===== src/rtl/tsm_pkg.sv =====
// Shared definitions for the reordered triangular spread modulator.
// Assumes groups of exactly four subsections; the phase order is behaviour.
package tsm_pkg;

    // Position inside a four-subsection group; the order defines the schedule.
    typedef enum logic [1:0] {
        PH_UP_NEAR = 2'd0,   // +g
        PH_DN_FAR  = 2'd1,   // -(Q-g)
        PH_DN_NEAR = 2'd2,   // -g
        PH_UP_FAR  = 2'd3    // +(Q-g)
    } grp_phase_e;

endpackage


===== src/rtl/tsm_cfg_decode.sv =====
// Decodes the section and step selectors into a quarter-count exponent and
// a step exponent. Assumes selectors are static while they are captured.
module tsm_cfg_decode #(
    parameter int SEL_W    = 3,
    parameter int QLOG_W   = 3,
    parameter int MAX_QLOG = 4,
    parameter int DEF_QLOG = 2
) (
    input  logic [SEL_W-1:0]  sect_sel,
    input  logic [SEL_W-1:0]  step_sel,
    output logic [QLOG_W-1:0] qlog,
    output logic [SEL_W-1:0]  stepk
);

    // Map selector n to Q = 2^(n+1); out-of-range values use the default.
    always_comb begin
        if (int'(sect_sel) < MAX_QLOG) begin
            qlog = QLOG_W'(int'(sect_sel) + 1);
        end else begin
            qlog = QLOG_W'(DEF_QLOG);
        end
        stepk = step_sel;
    end

endmodule


===== src/rtl/tsm_sequencer.sv =====
// Subsection index counter with group-end strobe. The index is held at 0
// while idle and on the first enabled edge; it wraps at 4*2^qlog - 1.
module tsm_sequencer #(
    parameter int IDX_W  = 6,
    parameter int QLOG_W = 3
) (
    input  logic              clk,
    input  logic              rst_n,
    input  logic              en,
    input  logic              tick,
    input  logic [QLOG_W-1:0] qlog,
    output logic              run_q,
    output logic [IDX_W-1:0]  idx_q,
    output logic              maint_q
);

    logic [IDX_W:0]   n_sub;
    logic [IDX_W-1:0] last_idx;
    logic             grp_end;

    // Last index of the period and end-of-group detection.
    always_comb begin
        n_sub    = (IDX_W+1)'(4) << qlog;
        last_idx = IDX_W'(n_sub - 1'b1);
        grp_end  = (idx_q[1:0] == 2'b11);
    end

    // Run flag, index advance and maintenance strobe.
    always_ff @(posedge clk) begin
        if (!rst_n) begin
            run_q   <= 1'b0;
            idx_q   <= '0;
            maint_q <= 1'b0;
        end else begin
            run_q   <= en;
            maint_q <= run_q && en && tick && grp_end;
            if (!en || !run_q) begin
                idx_q <= '0;
            end else if (tick) begin
                idx_q <= (idx_q == last_idx) ? '0 : idx_q + 1'b1;
            end
        end
    end

endmodule


===== src/rtl/tsm_level_map.sv =====
// Maps the subsection index to a signed offset in the reordered schedule:
// group g plays +g, -(Q-g), -g, +(Q-g). Assumes idx < 4*Q.
module tsm_level_map #(
    parameter int IDX_W  = 6,
    parameter int QLOG_W = 3,
    parameter int SEL_W  = 3,
    parameter int STEP_W = 16
) (
    input  logic              run,
    input  logic [IDX_W-1:0]  idx,
    input  logic [QLOG_W-1:0] qlog,
    input  logic [SEL_W-1:0]  stepk,
    output logic              dir_sub,
    output logic [STEP_W-1:0] step_mag
);
    import tsm_pkg::*;

    localparam int GW = IDX_W - 2;

    logic [GW-1:0] grp;
    logic [GW:0]   quarter;
    logic [GW:0]   comp;
    logic [GW:0]   mag;
    logic          neg;
    grp_phase_e    ph;

    // Level magnitude and sign for the current group position.
    always_comb begin
        grp     = idx[IDX_W-1:2];
        ph      = grp_phase_e'(idx[1:0]);
        quarter = (GW+1)'(1) << qlog;
        comp    = quarter - {1'b0, grp};
        unique case (ph)
            PH_UP_NEAR: begin mag = {1'b0, grp}; neg = 1'b0;        end
            PH_DN_FAR:  begin mag = comp;        neg = 1'b1;        end
            PH_DN_NEAR: begin mag = {1'b0, grp}; neg = (grp != '0); end
            default:    begin mag = comp;        neg = 1'b0;        end
        endcase
        if (!run) begin
            mag = '0;
            neg = 1'b0;
        end
        dir_sub  = neg;
        step_mag = STEP_W'(mag) << stepk;
    end

endmodule


===== src/rtl/tri_spread_mod.sv =====
// Top of the reordered triangular spread modulator. Captures the selectors
// while idle, sequences subsections on ticks and emits offset and strobe.
// Assumes the tick is synchronous to clk.
module tri_spread_mod #(
    parameter int SEL_W    = 3,
    parameter int STEP_W   = 16,
    parameter int MAX_QLOG = 4,
    parameter int DEF_QLOG = 2
) (
    input  logic              clk,
    input  logic              rst_n,
    input  logic              spread_en,
    input  logic [SEL_W-1:0]  sect_sel,
    input  logic [SEL_W-1:0]  step_sel,
    input  logic              sub_tick,
    output logic              dir_sub,
    output logic [STEP_W-1:0] step_mag,
    output logic              maint_pulse
);

    localparam int QLOG_W = $clog2(MAX_QLOG + 1);
    localparam int IDX_W  = MAX_QLOG + 2;

    logic [QLOG_W-1:0] dec_qlog;
    logic [SEL_W-1:0]  dec_stepk;
    logic [QLOG_W-1:0] cfg_qlog;
    logic [SEL_W-1:0]  cfg_stepk;
    logic              run_q;
    logic [IDX_W-1:0]  idx_q;

    tsm_cfg_decode #(
        .SEL_W(SEL_W), .QLOG_W(QLOG_W), .MAX_QLOG(MAX_QLOG), .DEF_QLOG(DEF_QLOG)
    ) u_dec (
        .sect_sel(sect_sel),
        .step_sel(step_sel),
        .qlog    (dec_qlog),
        .stepk   (dec_stepk)
    );

    // Capture the decoded configuration whenever the modulator was idle.
    always_ff @(posedge clk) begin
        if (!rst_n) begin
            cfg_qlog  <= QLOG_W'(DEF_QLOG);
            cfg_stepk <= '0;
        end else if (!run_q) begin
            cfg_qlog  <= dec_qlog;
            cfg_stepk <= dec_stepk;
        end
    end

    tsm_sequencer #(.IDX_W(IDX_W), .QLOG_W(QLOG_W)) u_seq (
        .clk    (clk),
        .rst_n  (rst_n),
        .en     (spread_en),
        .tick   (sub_tick),
        .qlog   (cfg_qlog),
        .run_q  (run_q),
        .idx_q  (idx_q),
        .maint_q(maint_pulse)
    );

    tsm_level_map #(
        .IDX_W(IDX_W), .QLOG_W(QLOG_W), .SEL_W(SEL_W), .STEP_W(STEP_W)
    ) u_map (
        .run     (run_q),
        .idx     (idx_q),
        .qlog    (cfg_qlog),
        .stepk   (cfg_stepk),
        .dir_sub (dir_sub),
        .step_mag(step_mag)
    );

endmodule


===== config.mk =====
export PLATFORM = sky130hd
export DESIGN_NAME = tri_spread_mod
export DESIGN_NICKNAME = d
export VERILOG_FILES = /design/src/rtl/tsm_pkg.sv /design/src/rtl/tsm_cfg_decode.sv /design/src/rtl/tsm_sequencer.sv /design/src/rtl/tsm_level_map.sv /design/src/rtl/tri_spread_mod.sv
export SDC_FILE = /design/constraint.sdc
export NUM_CORES = 1
export LEC_CHECK = 0
export CAP_MARGIN = 5
export CELL_PAD_IN_SITES_DETAIL_PLACEMENT = 1
export CELL_PAD_IN_SITES_GLOBAL_PLACEMENT = 2
export CORE_ASPECT_RATIO = 2
export CORE_MARGIN = 4
export CORE_UTILIZATION = 29
export DETAILED_ROUTE_END_ITERATION = 16
export PLACE_DENSITY_LB_ADDON = 0.1
export SLEW_MARGIN = 25
export SYNTH_ARGS = -nofsm -noshare
export SYNTH_HDL_FRONTEND = slang
export SYNTH_SLANG_ARGS = --single-unit

===== constraint.sdc =====
create_clock -name clk -period 3.54 [get_ports clk]
set_clock_uncertainty 0.2 [all_clocks]
set_input_delay 0.708 -clock clk [delete_from_list [all_inputs] [get_ports clk]]
set_output_delay 0.708 -clock clk [all_outputs]
set_load 0.02 [all_outputs]

==> results.md <==
- Hold Path Class: reg2reg
- DR WL/cell: 16.1 microns
- Routability Congestion: 0.804
- Post-route ant nets: 0
- Crit share post-route: 0.999
- Syn Std Cell Area: ~1300 sq um
- Post-synth top area share: 0.216
- GR Overflow Total: 0
- Die height: roughly 100 microns
- Worst hold margin: about 440 ps
- Slowest CP cell: or3_4
- Worst Max-Slew Pin Slew: just over 500 ps
- Max-cap violations: 0
- First-pass GRT wire length: 7030 microns
- Clock Pin Slew Worst Setup and Hold Paths: approximately 70 ps
- Synth cell count leaders: nor2_1, dfxtp_1, nand2_1
- IO Count: 28
- PwrDens: 222 nW/um^2
- Synth async-reset ratio: 0
- Maximum clock path buffer count: 2
- Leakage: just over 0.7 nW
- Ys Warns: 0
- Ranking of synthesized cells by area: dfxtp_1, ha_1, nor2_1
- CTS Buf Count: 3
- Fmax: roughly 280 MHz
- Crit path depth: 11
- Min cycle time layout: around 3500 ps
- Endpoints failing setup: 0
- CP startpoint kind: flip-flop
- Later-pin clock latency in the skew report: roughly 250 ps
- Die footprint: between 5000 and 6000 sq um
- Worst IR Drop VDD: 0.181 mV
- Port Buffers: 23
- Sequential-to-total area share from yosys stat: 0.216
- Most Frequent Cell on Critical Path: buf_4
- DP HPWL: 3470 microns
- Initial Utilization: 0.299
- Rows: 34
- RSZ-0062 raised after global routing: true
- Vias in the first global route: between 1000 and 1500
- DRC viols: 0
- Worst Setup End Kind: output port
- Largest net degree at the start of global routing: 15
- Worst R2R Path Depth: 7
- Core ar.: between 4000 and 5000 sq um
- Syn Area/Cell: about 7.8 sq um
- Final Hold Vio Count: 0
- Hold-fix buffers, CTS: 0
- Starting DRC count in detailed routing: 11
- GRT Overall Usage: 0.155
- Yosys top cell by area: dfxtp_1
- Avg Vias per Cell: approximately 5.2
- Die width: about 55 microns
- Status: complete, no violations
- CTS tree: done
- Post-synth EDFFs: 0
- Predominant post-synthesis flop cell: dfxtp_1
- 1st-pass router iterations: 3
- Final core utilization: 0.429
- Routed via count: approximately 1400
- Yosys reg bits: 14
- Pins Over Slew Limit: 0
- WP data arrival: between 2000 and 3000 ps
- Clock sink count: 14
- Crit-path cells: or3_4, ha_4, buf_4, nor3_1, a311o_1, nor3_1, o31ai_4, buf_4, mux2i_4, a211oi_2, buf_4
- CP required: around 2600 ps
- Gate Count Post-Synth: about 170
- Most frequent cell after synthesis: nor2_1
- Worst Path Max Fanout: 4
- ANT cells: 0
- Area Overhead vs Synth: 43.6%
- Nets: roughly 230
- Crit path kind: reg2out
- Slew headroom: 0.649
- CP top delay family: compound AO/OA/AOI/OAI gates
- Final wirelength: between 4000 and 5000 microns
- Layout cell share with drive strength beyond 1: 0.319
- Hold depth: 3
- Antenna violations before repair: 0
- Root Driver: clkbuf_8
- CP max stage delay: between 300 and 400 ps
- CTS HTree Levels: 1
- WP buf/inv: 3
- Yosys cell types: 46
## state kept, by name, summed over array words and instances, names as in the netlist
register and count:
u_seq.run_q 1, u_seq.maint_q 1, u_seq.idx_q 6, cfg_qlog 3
cfg_stepk 3
## cell families (layout without fill, tap and decap cells)
kind of cell	count (synthesis)	in the layout	share of synthesized area
and+or+nand+nor	72	72	0.286
DFF	14	14	0.216
buffers and inverters	23	60	0.0869
other	1	4	0.00289
xor gates and xnor gates	9	9	0.0608
adders and majority gates	8	8	0.0772
muxes	7	7	0.0685
AOI/OAI and AO/OA	33	33	0.202
## timing repair
action                     CTS  global route
pin swaps                    7            10
setup buffers                3             0
resized for setup           59            22
setup endpoints to repair   11            12
## final timing paths
path | end | slack, ps | startpoint
max | step_mag[8] | 4 | cfg_qlog[2]
min | u_seq.idx_q[0] | 440 | u_seq.idx_q[0]
max reg2reg | u_seq.idx_q[1] | 1620 | u_seq.idx_q[4]
min reg2reg | u_seq.idx_q[0] | 440 | u_seq.idx_q[0]
## final cells by class
class	count	area (sq um)
clock buffer	4	55.1
fill	560	2480
inverter	9	36.3
multi-input combinational	133	1030
sequential	14	287
tap	54	67.6
timing repair buffer	47	385
## where the power goes
| group | internal [mW] | switching, mW | leakage, nW | total (mW) |
|---|---|---|---|---|
| clock | 0.0985 | 0.0613 | 0.0288 | 0.160 |
| combinational | 0.0398 | 0.0431 | 0.578 | 0.0829 |
| sequential | 0.162 | 0.00865 | 0.115 | 0.170 |
| total | 0.300 | 0.113 | 0.722 | 0.413 |
## placed cells by master, fill, tap and decap left out, types with 3 or more instances in the layout
master,count
buf_4,31
nor2_1,20
nand2_1,12
dfxtp_1,11
clkdlybuf4s50_1,11
inv_1,8
nor2b_1,7
nor3_1,6
ha_1,6
xor2_1,5
nand2b_1,5
xnor2_1,4
conb_1,4
clkbuf_8,4
o21ai_0,3
a22oi_1,3
mux2i_1,3
nand4_1,3
o22ai_1,3
## stage by stage
step	setup slack [ps]	instances	total power, mW	instance area, sq um	setup TNS [ps]
after floorplan	25.2	170	0.220	1310	0
after global placement	-298	255	0.248	1690	-2220
after detailed placement	-363	255	0.250	1690	-2880
after CTS	-25.4	261	0.412	1780	-25.4
after global routing	-142	261	0.437	1860	-495
final	3.98	261	0.413	1860	0
## routing by layer
| layer | wire [microns] | share of wire | track usage | vias up |
|---|---|---|---|---|
| met5 | 0 | 0 | 0 | - |
| met4 | 110 | 0.026 | 0.0524 | 0 |
| met3 | 82 | 0.019 | 0.0213 | 8 |
| met2 | 2640 | 0.63 | 0.345 | 22 |
| met1 | 1380 | 0.33 | 0.132 | 669 |
| li1 | - | - | - | 655 |
## worst register-to-register path, delay by kind of cell (launching register included)
kind            cells  cell delay [ps]
flops               1              540
xor+xnor            1               80
simple gates        2              190
buf+inv             2              440
compound gates      2              370
Power figures use the tool's default switching activity.
